===== config.mk =====
export PLATFORM = sky130hd
export DESIGN_NAME = debounce_bank
export DESIGN_NICKNAME = d
export VERILOG_FILES = /design/src/rtl/dbn_pkg.sv /design/src/rtl/dbn_sync.sv /design/src/rtl/dbn_window_filter.sv /design/src/rtl/dbn_edge_pulse.sv /design/src/rtl/debounce_bank.sv
export SDC_FILE = /design/constraint.sdc
export NUM_CORES = 1
export LEC_CHECK = 0
export ABC_CLOCK_PERIOD_IN_PS = 1800
export BUFFER_PORTS_ARGS = -buffer_cell sky130_fd_sc_hd__buf_4
export CAP_MARGIN = 25
export CORE_ASPECT_RATIO = 0.9
export CORE_MARGIN = 2
export CORE_UTILIZATION = 54
export DETAILED_ROUTE_END_ITERATION = 7
export PLACE_DENSITY = 0.83
export SLEW_MARGIN = 0
export SYNTH_ARGS = -nofsm -noshare
export SYNTH_HDL_FRONTEND = slang
export SYNTH_SLANG_ARGS = --single-unit

===== constraint.sdc =====
create_clock -name clk -period 1.8 [get_ports clk]
set_clock_uncertainty 0.15 [all_clocks]
set_input_delay 0.36 -clock clk [delete_from_list [all_inputs] [get_ports clk]]
set_output_delay 0.36 -clock clk [all_outputs]
set_load 0.05 [all_outputs]

===== src/rtl/dbn_pkg.sv =====
// Shared constants for the debouncer bank.
// Assumes: filter window of at least two samples, synchroniser of at least two stages.
package dbn_pkg;
    localparam int unsigned DBN_WINDOW      = 3;    // samples that must agree
    localparam int unsigned DBN_SYNC_STAGES = 2;    // clock-crossing flops
    localparam logic        DBN_IDLE_LEVEL  = 1'b1; // reset level of every channel
endpackage


===== src/rtl/dbn_sync.sv =====
// Multi-stage synchroniser for a bus of asynchronous inputs.
// Assumes: each bit is independent; no bus coherency is needed.
module dbn_sync #(
    parameter int unsigned WIDTH  = 8,
    parameter int unsigned STAGES = 2,
    parameter logic        INIT   = 1'b1
) (
    input  logic             clk,
    input  logic             rst_n,
    input  logic [WIDTH-1:0] async_in,
    output logic [WIDTH-1:0] sync_out
);
    logic [WIDTH-1:0] stage_q [0:STAGES-1];

    // Shift the inputs through the synchroniser chain.
    always_ff @(posedge clk) begin
        if (!rst_n) begin
            for (int s = 0; s < STAGES; s++) stage_q[s] <= {WIDTH{INIT}};
        end else begin
            stage_q[0] <= async_in;
            for (int s = 1; s < STAGES; s++) stage_q[s] <= stage_q[s-1];
        end
    end

    assign sync_out = stage_q[STAGES-1];
endmodule


===== src/rtl/dbn_window_filter.sv =====
// Sample history and unanimity filter. On every tick the newest sample and the
// stored ones form a window; a bit becomes 1 if all agree on 1, becomes 0 if
// all agree on 0, and holds otherwise.
// Assumes: WINDOW >= 2; samp_in is already synchronous.
module dbn_window_filter #(
    parameter int unsigned WIDTH  = 8,
    parameter int unsigned WINDOW = 3,
    parameter logic        INIT   = 1'b1
) (
    input  logic             clk,
    input  logic             rst_n,
    input  logic             sample_en,
    input  logic [WIDTH-1:0] samp_in,
    output logic [WIDTH-1:0] filt_q,
    output logic [WIDTH-1:0] filt_next
);
    localparam int unsigned HIST_REGS = WINDOW - 1;

    logic [WIDTH-1:0] hist_q [0:HIST_REGS-1];
    logic [WIDTH-1:0] all_one;
    logic [WIDTH-1:0] any_one;

    // Reduce the window bitwise into "all ones" and "any one" terms.
    always_comb begin
        all_one = samp_in;
        any_one = samp_in;
        for (int k = 0; k < HIST_REGS; k++) begin
            all_one = all_one & hist_q[k];
            any_one = any_one | hist_q[k];
        end
        filt_next = (filt_q & any_one) | all_one;
    end

    // Advance history and filtered level on each tick.
    always_ff @(posedge clk) begin
        if (!rst_n) begin
            for (int k = 0; k < HIST_REGS; k++) hist_q[k] <= {WIDTH{INIT}};
            filt_q <= {WIDTH{INIT}};
        end else if (sample_en) begin
            hist_q[0] <= samp_in;
            for (int k = 1; k < HIST_REGS; k++) hist_q[k] <= hist_q[k-1];
            filt_q <= filt_next;
        end
    end

    // A changed bit must have moved toward the sample taken at that edge.
    AST_CHANGE_TOWARD_SAMPLE: assert property (@(posedge clk) disable iff (!rst_n)
        ((filt_q ^ $past(filt_q)) & (filt_q ^ $past(samp_in))) == '0);

    // A changed bit must have seen the newest two samples agree.
    AST_CHANGE_NEEDS_AGREEMENT: assert property (@(posedge clk) disable iff (!rst_n)
        ((filt_q ^ $past(filt_q)) & ($past(hist_q[0]) ^ $past(samp_in))) == '0);
endmodule


===== src/rtl/dbn_edge_pulse.sv =====
// Registered rise and fall pulses of the filtered levels. A pulse is set at
// the tick edge that changes the level and clears on the next edge.
// Assumes: filt_next is the value filt_q takes at a tick edge.
module dbn_edge_pulse #(
    parameter int unsigned WIDTH = 8
) (
    input  logic             clk,
    input  logic             rst_n,
    input  logic             sample_en,
    input  logic [WIDTH-1:0] filt_q,
    input  logic [WIDTH-1:0] filt_next,
    output logic [WIDTH-1:0] rise_q,
    output logic [WIDTH-1:0] fall_q
);
    // Capture level changes made at a tick; clear the pulses otherwise.
    always_ff @(posedge clk) begin
        if (!rst_n) begin
            rise_q <= '0;
            fall_q <= '0;
        end else if (sample_en) begin
            rise_q <= filt_next & ~filt_q;
            fall_q <= ~filt_next & filt_q;
        end else begin
            rise_q <= '0;
            fall_q <= '0;
        end
    end

    AST_PULSE_EXCLUSIVE: assert property (@(posedge clk) disable iff (!rst_n)
        (rise_q & fall_q) == '0);

    AST_PULSE_SINGLE_CYCLE: assert property (@(posedge clk) disable iff (!rst_n)
        ((rise_q | fall_q) & $past(rise_q | fall_q)) == '0);
endmodule


===== src/rtl/debounce_bank.sv =====
// Top of the debouncer bank: synchroniser, window filter and edge pulses.
// Assumes: sample_en is a one-cycle tick from an external timebase.
module debounce_bank
    import dbn_pkg::*;
#(
    parameter int unsigned CHANNELS = 8
) (
    input  logic                clk,
    input  logic                rst_n,
    input  logic                sample_en,
    input  logic [CHANNELS-1:0] raw_in,
    output logic [CHANNELS-1:0] filt_out,
    output logic [CHANNELS-1:0] rise_pulse,
    output logic [CHANNELS-1:0] fall_pulse
);
    logic [CHANNELS-1:0] sync_w;
    logic [CHANNELS-1:0] filt_w;
    logic [CHANNELS-1:0] next_w;

    dbn_sync #(.WIDTH(CHANNELS), .STAGES(DBN_SYNC_STAGES), .INIT(DBN_IDLE_LEVEL)) sync_i (
        .clk(clk), .rst_n(rst_n), .async_in(raw_in), .sync_out(sync_w)
    );

    dbn_window_filter #(.WIDTH(CHANNELS), .WINDOW(DBN_WINDOW), .INIT(DBN_IDLE_LEVEL)) filt_i (
        .clk(clk), .rst_n(rst_n), .sample_en(sample_en), .samp_in(sync_w),
        .filt_q(filt_w), .filt_next(next_w)
    );

    dbn_edge_pulse #(.WIDTH(CHANNELS)) edge_i (
        .clk(clk), .rst_n(rst_n), .sample_en(sample_en), .filt_q(filt_w),
        .filt_next(next_w), .rise_q(rise_pulse), .fall_q(fall_pulse)
    );

    assign filt_out = filt_w;

    AST_HOLD_WITHOUT_TICK: assert property (@(posedge clk) disable iff (!rst_n)
        !$past(sample_en) |-> $stable(filt_out));

    AST_RISE_MATCHES_LEVEL: assert property (@(posedge clk) disable iff (!rst_n)
        (rise_pulse & ~(filt_out & ~$past(filt_out))) == '0);

    AST_FALL_MATCHES_LEVEL: assert property (@(posedge clk) disable iff (!rst_n)
        (fall_pulse & ~(~filt_out & $past(filt_out))) == '0);
endmodule


## Word-level counts from Yosys, hierarchy flattened

Memory sizes are Yosys's and may differ from the RTL's.
Cells that the tools add are included.

- Bits in registers: 24
- Bits in latches: 0
- Memory bits (writable): 32
- Bits in read-only memories: 0
- Input port bits: 11
- Output and inout port bits: 24
- Logic and storage cells: 29
- Memories: 2

- Add/subtract/negate cells: 0
- $mul: 0
- Div/mod/pow operators: 0
- $lt $le $gt $ge: 0
- Eq/ne operators: 0
- Shift-type cells: 0
- Multiplexer cells: 9
- Bitwise gates (word level): 14
- Reduce and logical (&&, ||, !) cells: 1

Memories:

| name | depth | bits a word | rd ports | clocked after Yosys merged registers in | wr ports | line | RTL |
|---|---|---|---|---|---|---|---|
| filt_i.hist_q | 2 | 8 | 2 | 0 | 2 | dbn_window_filter.sv:19 | `logic [WIDTH-1:0] hist_q [0:HIST_REGS-1];` |
| sync_i.stage_q | 2 | 8 | 2 | 0 | 2 | dbn_sync.sv:13 | `logic [WIDTH-1:0] stage_q [0:STAGES-1];` |

Operators by type and width:

| operator | count |
|---|---|
| $and 8x8->8 | 5 |
| $mux 8 | 4 |
| $or 8x8->8 | 3 |
| $not 8->8 | 2 |
| $mux 1 | 5 |
| $or 1x1->1 | 4 |
| $reduce_and 2->1 | 1 |

## Logic depth before layout (Yosys ltp)

Gate-level depths: netlist of run 1.

- Word-level depth: 6
- Depth in mapped cells: 3
- Gate-level depth less buffers: 2

## By module

A second synthesis of run 1 with hierarchy kept.

- Cells, all modules: 177
- Area total of the unflattened synthesis: 2095.8 µm²

Modules (own cells, without submodules):

| module | instances | cells each | area an instance (µm²) | seq. area each (µm²) |
|---|---|---|---|---|
| dbn_window_filter | 1 | 102 | 1111.1 | 640.6 |
| dbn_edge_pulse | 1 | 34 | 493.0 | 320.3 |
| dbn_sync | 1 | 41 | 491.7 | 320.3 |

## Least setup slack after synthesis of run 1

OpenSTA, ideal clock, no wires.

- Kind: input to register
- From: input rst_n
- To: memory filt_i.hist_q[0][0], enable pin
- Library setup time: 0.375 ns
- Arrival time: 0.948 ns
- Data required time: 1.275 ns
- Path slack: 0.328 ns
- Stages: 2
- Buffers on the path: 1
- Cells stage by stage: clkbuf_1 nand2b_1

RTL lines:

| what | line | RTL |
|---|---|---|
| start, declared | debounce_bank.sv:9 | `input logic rst_n,` |
| end, declared | dbn_window_filter.sv:19 |  |

## Worst setup path in the final report of run 1

- From: register filt_i.filt_q[6]
- To: output filt_out[6]

RTL lines:

| what | line | RTL |
|---|---|---|
| start, declared | dbn_window_filter.sv:14 | `output logic [WIDTH-1:0] filt_q,` |
| start signal, assigned | dbn_window_filter.sv:38 | `filt_q <= {WIDTH{INIT}};` |
| start signal, assigned | dbn_window_filter.sv:42 | `filt_q <= filt_next;` |
| end, declared | debounce_bank.sv:12 | `output logic [CHANNELS-1:0] filt_out,` |

No word-level cell between the ends.

==> flow_metrics.py, run 1 <==
metrics = {
    "timing": {
        "fin_crit_ns": 1.45,
        "worstMarginPinSlew_ns": 0.479,
        "slew_violations": 0,
        "setup_tns_ns": 0,
        "setup_viol": 0,
        "fin_ws_ns": 0.349,
        "hold_violations": 0,
        "rsz0062_at_grt": "false",
        "maxClockFrequency_ghz": 0.689,
        "final.period_utilization_pct": 80.6,
        "whs_ns": 0.0701,
        "relSlewSlack_pct": 68.0,
    },
    "final_layout": {
        "final_common_cell": "dfxtp_1",
        "drive_gt1_share_pct": 29.2,
        "num-nets-final": 202,
        "final_cell_mix": "dfxtp_1 (40), buf_4 (38), nand2b_1 (19)",
        "fin_area_um2": 2400,
        "syn_to_final_growth_pct": 21.5,
        "antenna_cells": 0,
        "fill_cells": 254,
    },
    "synthesis": {
        "netlist.area_leader.share_pct": 40.5,
        "async_flop_share_pct": 0,
        "synthTopCellsByArea": "dfxtp_1 (41%), edfxtp_1 (24%), nand2b_1 (6.0%), or2_1 (5.1%), a41oi_1 (3.5%)",
        "synth-seq-cells": 56,
        "synth_fp_nets": 163,
        "avgSynthCellArea_um2": 13.0,
        "ys_types": 19,
        "syn_inst": 152,
        "synth_edf_count": 16,
        "synth.cell_area_um2": 1980,
        "synth_warnings": 0,
        "yosysSeqAreaShare_pct": 64.8,
        "synth_flop_cell": "dfxtp_1",
        "synth_area_leader_cell": "dfxtp_1",
    },
    "clocking": {
        "cts_tree": "built",
        "clk_transition_reported_paths_ns": 0.10,
        "root_buffer": "clkbuf_8",
        "cts-buffers-inserted": 5,
        "cts_sinks": 56,
        "cts-htree-levels": 2,
        "post_cts_resized": 0,
        "post_cts_buffers": 0,
        "ctsHoldBuffers": 0,
        "clockBufferDepth": 2,
        "clkLatencyLatePin_ns": 0.31,
    },
    "worst_setup_path": {
        "reg2reg_slack_ns": 0.52,
        "cp.arrival_ns": 0.94,
        "crit_chain": "buf_4",
        "startpoint": "filt_i.filt_q[6]",
        "critPathLaunchType": "flip-flop",
        "crit_fanout": 4,
        "critical_path.max_stage_delay_ns": 0.40,
        "cp-end-kind": "output pin",
        "r2r-start": "filt_i.hist_q[0][5]",
        "crit_type": "reg -> out",
        "r2r_end": "filt_i.filt_q[5]",
        "cp.depth": 1,
        "crit_path_top_delay_cell": "dfxtp_1",
        "crit_required_ns": 1.29,
        "rr_worst_depth": 2,
        "cp_top_family": "flip-flops",
        "worst-path-buf-inv": 1,
        "crit_path_end": "filt_out[6]",
    },
    "floorplan": {
        "die_h_um": 61.4,
        "start_util_pct": 57.2,
        "coreArea_um2": 3450,
        "die-area_um2": 4160,
        "die_w_um": 67.8,
        "ios": 35,
        "rows": 20,
    },
    "power_and_ir_drop": {
        "comb_power_share_pct": 3.3,
        "power.total_mw": 2.25,
        "intPower_mw": 1.79,
        "vdd_drop_max_v": 0.000660,
        "power.share.sequential_pct": 59.6,
        "cellLeakagePower_nw": 0.816,
        "clkPwrFrac_pct": 37.1,
        "p_switching_mw": 0.459,
        "switching_share_pct": 20.4,
        "power_density_nw_per_um2": 935,
    },
    "global_routing": {
        "grt_first_pass_wirelength_mm": 5.80,
        "antenna_found_initial": 0,
        "groute.usage.overall_pct": 20.0,
        "grt_remaining_overflow": 0,
        "grt_pass1_vias": 1247,
        "grt_max_degree": 28,
    },
    "worst_hold_path": {
        "hp-class": "in -> reg",
    },
    "detailed_routing": {
        "via_per_inst": 5.48,
        "wl_per_cell_um": 15.1,
        "postRouteAntennaNets": 0,
        "initialDrtViolationCount": 107,
        "route.detailed.drc": 0,
        "routed_wirelength_mm": 3.56,
        "dr.pass1.iters": 4,
        "dr_total_vias": 1294,
    },
    "placement": {
        "hpwl_mm": 2.27,
        "preCtsSetupSlack_ns": 0.176,
        "placed_cell_area_um2": 2280,
        "numPortBuffers": 34,
        "place.gp.congestion": 0.712,
    },
    "job": {
        "drv_cap": 0,
    },
    "run_status": {
        "status": "completed",
    },
}
## worst min-delay path by stage
stage                         start                    end  cells after the start
2_1_floorplan  sync_i.stage_q[0][2]  sync_i.stage_q[0][10]                      1
3_3_place_gp   sync_i.stage_q[0][2]  sync_i.stage_q[0][10]                      1
3_5_place_dp   sync_i.stage_q[0][6]  sync_i.stage_q[0][14]                      1
4_1_cts                   raw_in[6]   sync_i.stage_q[0][6]                      2
5_1_grt                   raw_in[2]   sync_i.stage_q[0][2]                      2
6_report                  raw_in[6]   sync_i.stage_q[0][6]                      2
## synthesized netlist by cell type (3+ instances only)
| cell | n |
|---|---|
| a41oi_1 | 8 |
| buf_2 | 3 |
| dfxtp_1 | 40 |
| edfxtp_1 | 16 |
| nand2b_1 | 19 |
| nand4b_1 | 8 |
| nor2_1 | 8 |
| nor3_2 | 6 |
| nor4b_1 | 7 |
| o21ai_1 | 8 |
| or2_1 | 16 |
| or3b_1 | 6 |
## cells by family after synthesis
group                  count (synthesis)  synth area share [%]
DFF                                   56                  64.8
and+or+nand+nor                       74                  27.7
buffers and inverters                  6                  1.90
AOI/OAI and AO/OA                     16                  5.57
## registers in the layout (all words and copies together) (netlist names)
| register | cells |
|---|---|
| edge_i.fall_q | 8 |
| filt_i.hist_q | 16 |
| filt_i.filt_q | 8 |
| sync_i.stage_q | 16 |
| edge_i.rise_q | 8 |
## area by class of cell
type                       instances  area [um2]  area share, %
sequential                        56        1280           53.4
multi-input combinational         90         658           27.4
tap                               44        55.1           2.29
clock buffer                       8         121           5.05
timing repair buffer              38         285           11.9
## per-layer routing
metal,global-route usage (%),vias up,wire (um)
met3,4.94,11,155
met2,31.1,37,1690
met5,0,-,0
met1,25.1,616,1590
met4,13.4,0,118
li1,-,630,-
## power by group through the flow
stage	Combinational (mW)	Sequential, mW	Clock [mW]
after floorplan	0.0455	1.36	0
after global placement	0.0728	1.36	0
after detailed placement	0.0754	1.37	0
after CTS	0.0757	1.34	0.841
after global routing	0.0838	1.34	0.881
final	0.0749	1.34	0.833
## per-stage QoR
stage / cells / utilization [%]
after floorplan: 152 / -
after global placement: 228 / 66.0
after detailed placement: 228 / 66.0
after CTS: 236 / 69.5
after global routing: 236 / 69.5
final: 236 / 69.5
(Power assumes the default switching activity.)
==> run 2, diff against run 1 <==
--- a/config.mk
+++ b/config.mk
@@ -5,14 +5,15 @@
 export SDC_FILE = /design/constraint.sdc
 export NUM_CORES = 1
 export LEC_CHECK = 0
-export ABC_CLOCK_PERIOD_IN_PS = 1800
+export ABC_AREA = 1
+export ABC_CLOCK_PERIOD_IN_PS = 1300
 export BUFFER_PORTS_ARGS = -buffer_cell sky130_fd_sc_hd__buf_4
 export CAP_MARGIN = 25
 export CORE_ASPECT_RATIO = 0.9
 export CORE_MARGIN = 2
-export CORE_UTILIZATION = 54
+export CORE_UTILIZATION = 49
 export DETAILED_ROUTE_END_ITERATION = 7
-export PLACE_DENSITY = 0.83
+export PLACE_DENSITY = 0.8
 export SLEW_MARGIN = 0
 export SYNTH_ARGS = -nofsm -noshare
 export SYNTH_HDL_FRONTEND = slang
==> constraint.sdc (replaced) <==
create_clock -name clk -period 1.3 [get_ports clk]
set_clock_uncertainty 0.15 [all_clocks]
set_input_delay 0.26 -clock clk [delete_from_list [all_inputs] [get_ports clk]]
set_output_delay 0.26 -clock clk [all_outputs]
set_load 0.05 [all_outputs]
==> run 2 against run 1 <==
  * Cell area is 6.2% higher
  * Total power is 36% higher
  * Area after synthesis is 0.95% higher
  * Via count is 4.3% higher
  * Register-to-register slack worse by 0.34 ns
  * Highest routed layer unchanged
  * Clock power is 31% higher
  * Combinational power is 91% higher
  * Non-clock buffer count is 8 higher
  * Synthesized cell count is 32% higher
  * Global-route usage is 4.5 points lower
==> flow_metrics.py, run 2 <==
metrics = {
    "synthesis": {
        "synthMuxAreaShare_pct": 0,
        "synthTopCellsByArea": "dfxtp_1 (40%), edfxtp_1 (24%), nand2_1 (7.7%), inv_1 (6.2%), nor3b_2 (5.0%)",
        "synth_edf_count": 16,
        "netlist_top_cells_count": "nand2_1 (41), dfxtp_1 (40), inv_1 (33), edfxtp_1 (16), nor2_1 (16)",
        "synth.cell_area_um2": 2000,
        "synthXorXnorAreaFrac_pct": 0,
        "synth_flop_cell": "dfxtp_1",
        "synth_warnings": 0,
        "ys_types": 16,
        "synth_fp_nets": 211,
        "synthSimpleGateAreaFrac_pct": 25.3,
        "synth_top_family_by_area": "simple AND/OR/NAND/NOR gates",
        "netlist.area_leader.share_pct": 40.1,
        "synthAdderAreaFrac_pct": 0,
        "synth_compound_area_share_pct": 2.01,
        "yosysMostFrequentCell": "nand2_1",
        "avgSynthCellArea_um2": 9.98,
        "synth-seq-cells": 56,
        "syn_inst": 200,
        "synth_area_leader_cell": "dfxtp_1",
        "yosysSeqAreaShare_pct": 64.2,
        "async_flop_share_pct": 0,
    },
    "timing": {
        "relSlewSlack_pct": 84.6,
        "worstMarginPinSlew_ns": 0.230,
        "slew_violations": 0,
        "rsz0062_at_grt": "false",
        "maxClockFrequency_ghz": 0.799,
        "fin_crit_ns": 1.25,
        "setup_viol": 0,
        "whs_ns": 0.142,
        "final.period_utilization_pct": 96.2,
        "setup_tns_ns": 0,
        "hold_violations": 0,
    },
    "final_layout": {
        "num-nets-final": 260,
        "syn_to_final_growth_pct": 27.8,
        "stdcell_count": 296,
        "final_cell_mix": "nand2_1 (41), inv_1 (33), dfxtp_1 (32)",
        "drive_gt1_share_pct": 26.8,
        "final_common_cell": "nand2_1",
        "reg_top3": "filt_i.hist_q: 16 flops, sync_i.stage_q: 16 flops",
        "antenna_cells": 0,
    },
    "power_and_ir_drop": {
        "comb_power_share_pct": 4.7,
        "power.total_mw": 3.06,
        "power_density_nw_per_um2": 1200,
        "cellLeakagePower_nw": 1.22,
        "p_switching_mw": 0.611,
        "clkPwrFrac_pct": 35.7,
        "switching_share_pct": 19.9,
        "power.share.sequential_pct": 59.6,
        "intPower_mw": 2.45,
        "vdd_drop_max_v": 0.000797,
    },
    "detailed_routing": {
        "route.detailed.drc": 0,
        "routed_wirelength_mm": 3.15,
        "dr.pass1.iters": 4,
        "wl_per_cell_um": 10.6,
        "dr_total_vias": 1350,
        "postRouteAntennaNets": 0,
        "via_per_inst": 4.56,
        "initialDrtViolationCount": 56,
    },
    "floorplan": {
        "die-area_um2": 4600,
        "coreArea_um2": 3810,
        "start_util_pct": 52.4,
        "ios": 35,
        "rows": 21,
        "die_h_um": 64.5,
        "die_w_um": 71.3,
    },
    "placement": {
        "dp.cells": 280,
        "numPortBuffers": 34,
        "hpwl_mm": 2.14,
        "place.gp.congestion": 0.658,
    },
    "worst_setup_path": {
        "r2r_end": "filt_i.hist_q[0][15]",
        "cp_top_family": "flip-flops",
        "crit_required_ns": 0.89,
        "crit_chain": "buf_6",
        "rr_worst_depth": 1,
        "crit_path_top_delay_cell": "dfxtp_2",
        "critical_path.max_stage_delay_ns": 0.38,
        "r2r-start": "filt_i.hist_q[0][7]",
        "crit_type": "reg -> out",
        "cp-end-kind": "output pin",
        "cp.arrival_ns": 0.84,
        "reg2reg_slack_ns": 0.18,
        "critPathLaunchType": "flip-flop",
        "worst-path-buf-inv": 1,
        "crit_fanout": 5,
    },
    "global_routing": {
        "grt_first_pass_wirelength_mm": 5.44,
        "groute.usage.overall_pct": 15.5,
        "grt_max_degree": 24,
        "antenna_found_initial": 0,
        "grt_remaining_overflow": 0,
        "grt_pass1_vias": 1279,
    },
    "worst_hold_path": {
        "hp-class": "in -> reg",
        "min_from": "rst_n",
        "hold_end": "sync_i.stage_q[0][14]",
        "hold_depth": 3,
    },
    "run_status": {
        "status": "completed",
    },
    "clocking": {
        "cts_tree": "built",
        "post_cts_buffers": 0,
        "root_buffer": "clkbuf_8",
        "clk_transition_reported_paths_ns": 0.09,
        "clkLatencyLatePin_ns": 0.31,
        "clockBufferDepth": 2,
        "cts-htree-levels": 2,
        "cts-buffers-inserted": 5,
        "cts_sinks": 56,
    },
    "job": {
        "drv_cap": 0,
    },
}
## run 2: cell types whose count changed in the layout (fill, tap and decap cells not counted), sizes merged, moves of 8 or more
| cell | change |
|---|---|
| nor3b | +8 |
| a41oi | -8 |
| nand2b | -19 |
| nand2 | +42 |
| nand4b | -8 |
| dlygate4sd3 | +8 |
| nand3 | +8 |
| nor2 | +8 |
| a21oi | +8 |
| o21ai | -8 |
| inv | +34 |
| nor4b | -8 |
## run 2: area by class of cell
type,instances,area (um2)
clock buffer,6,72.6
clock inverter,2,35.0
fill,302,1260
inverter,34,130
multi-input combinational,106,546
sequential,56,1300
tap,46,57.6
timing repair buffer,46,408
## run 2: what timing repair did
action | CTS | global route
cloned | 0 | 0
gates resized for setup | 16 | 4
setup endpoints to repair | 8 | 4
hold buffers | 8 | 0
endpoints found under the hold margin | 8 | 0
## run 2: cell families (layout without fill, tap and decap cells)
family / Yosys count / in the layout
AO/OA/AOI/OAI: 8 / 8
flip-flops: 56 / 56
AND/OR/NAND/NOR: 98 / 98
buffers and inverters: 38 / 88
## run 2: power groups by stage
stage               combinational [mW]  clock [mW]  sequential (mW)
floorplan                       0.0786           0             1.87
global placement                 0.122           0             1.87
detailed placement               0.125           0             1.88
CTS                              0.145        1.13             1.84
global route                     0.161        1.21             1.83
finish                           0.143        1.09             1.83
## run 2: metrics by stage
step	cell area, um2	setup WS [ns]	util [%]
after floorplan	2000	0.124	-
after global placement	2310	0.0539	60.7
after detailed placement	2310	0.0404	60.7
after CTS	2540	0.0209	66.7
after global routing	2550	0.00263	66.9
final	2550	0.0489	66.9
## run 2: how the worst max path moves through the flow
stage,startpoint,endpoint,cells past startpoint
floorplan,rst_n,filt_i.hist_q[0][0],2
global placement,rst_n,filt_i.hist_q[0][1],3
detailed placement,rst_n,filt_i.hist_q[0][15],3
CTS,filt_i.filt_q[1],filt_out[1],1
global route,filt_i.filt_q[4],filt_out[4],1
finish,filt_i.filt_q[2],filt_out[2],1
## run 2: routing by layer
layer | track usage, % | wire length [um]
met2 | 24.8 | 1530
met5 | 0 | 0
met4 | 5.66 | 30
met1 | 18.8 | 1440
met3 | 6.22 | 147
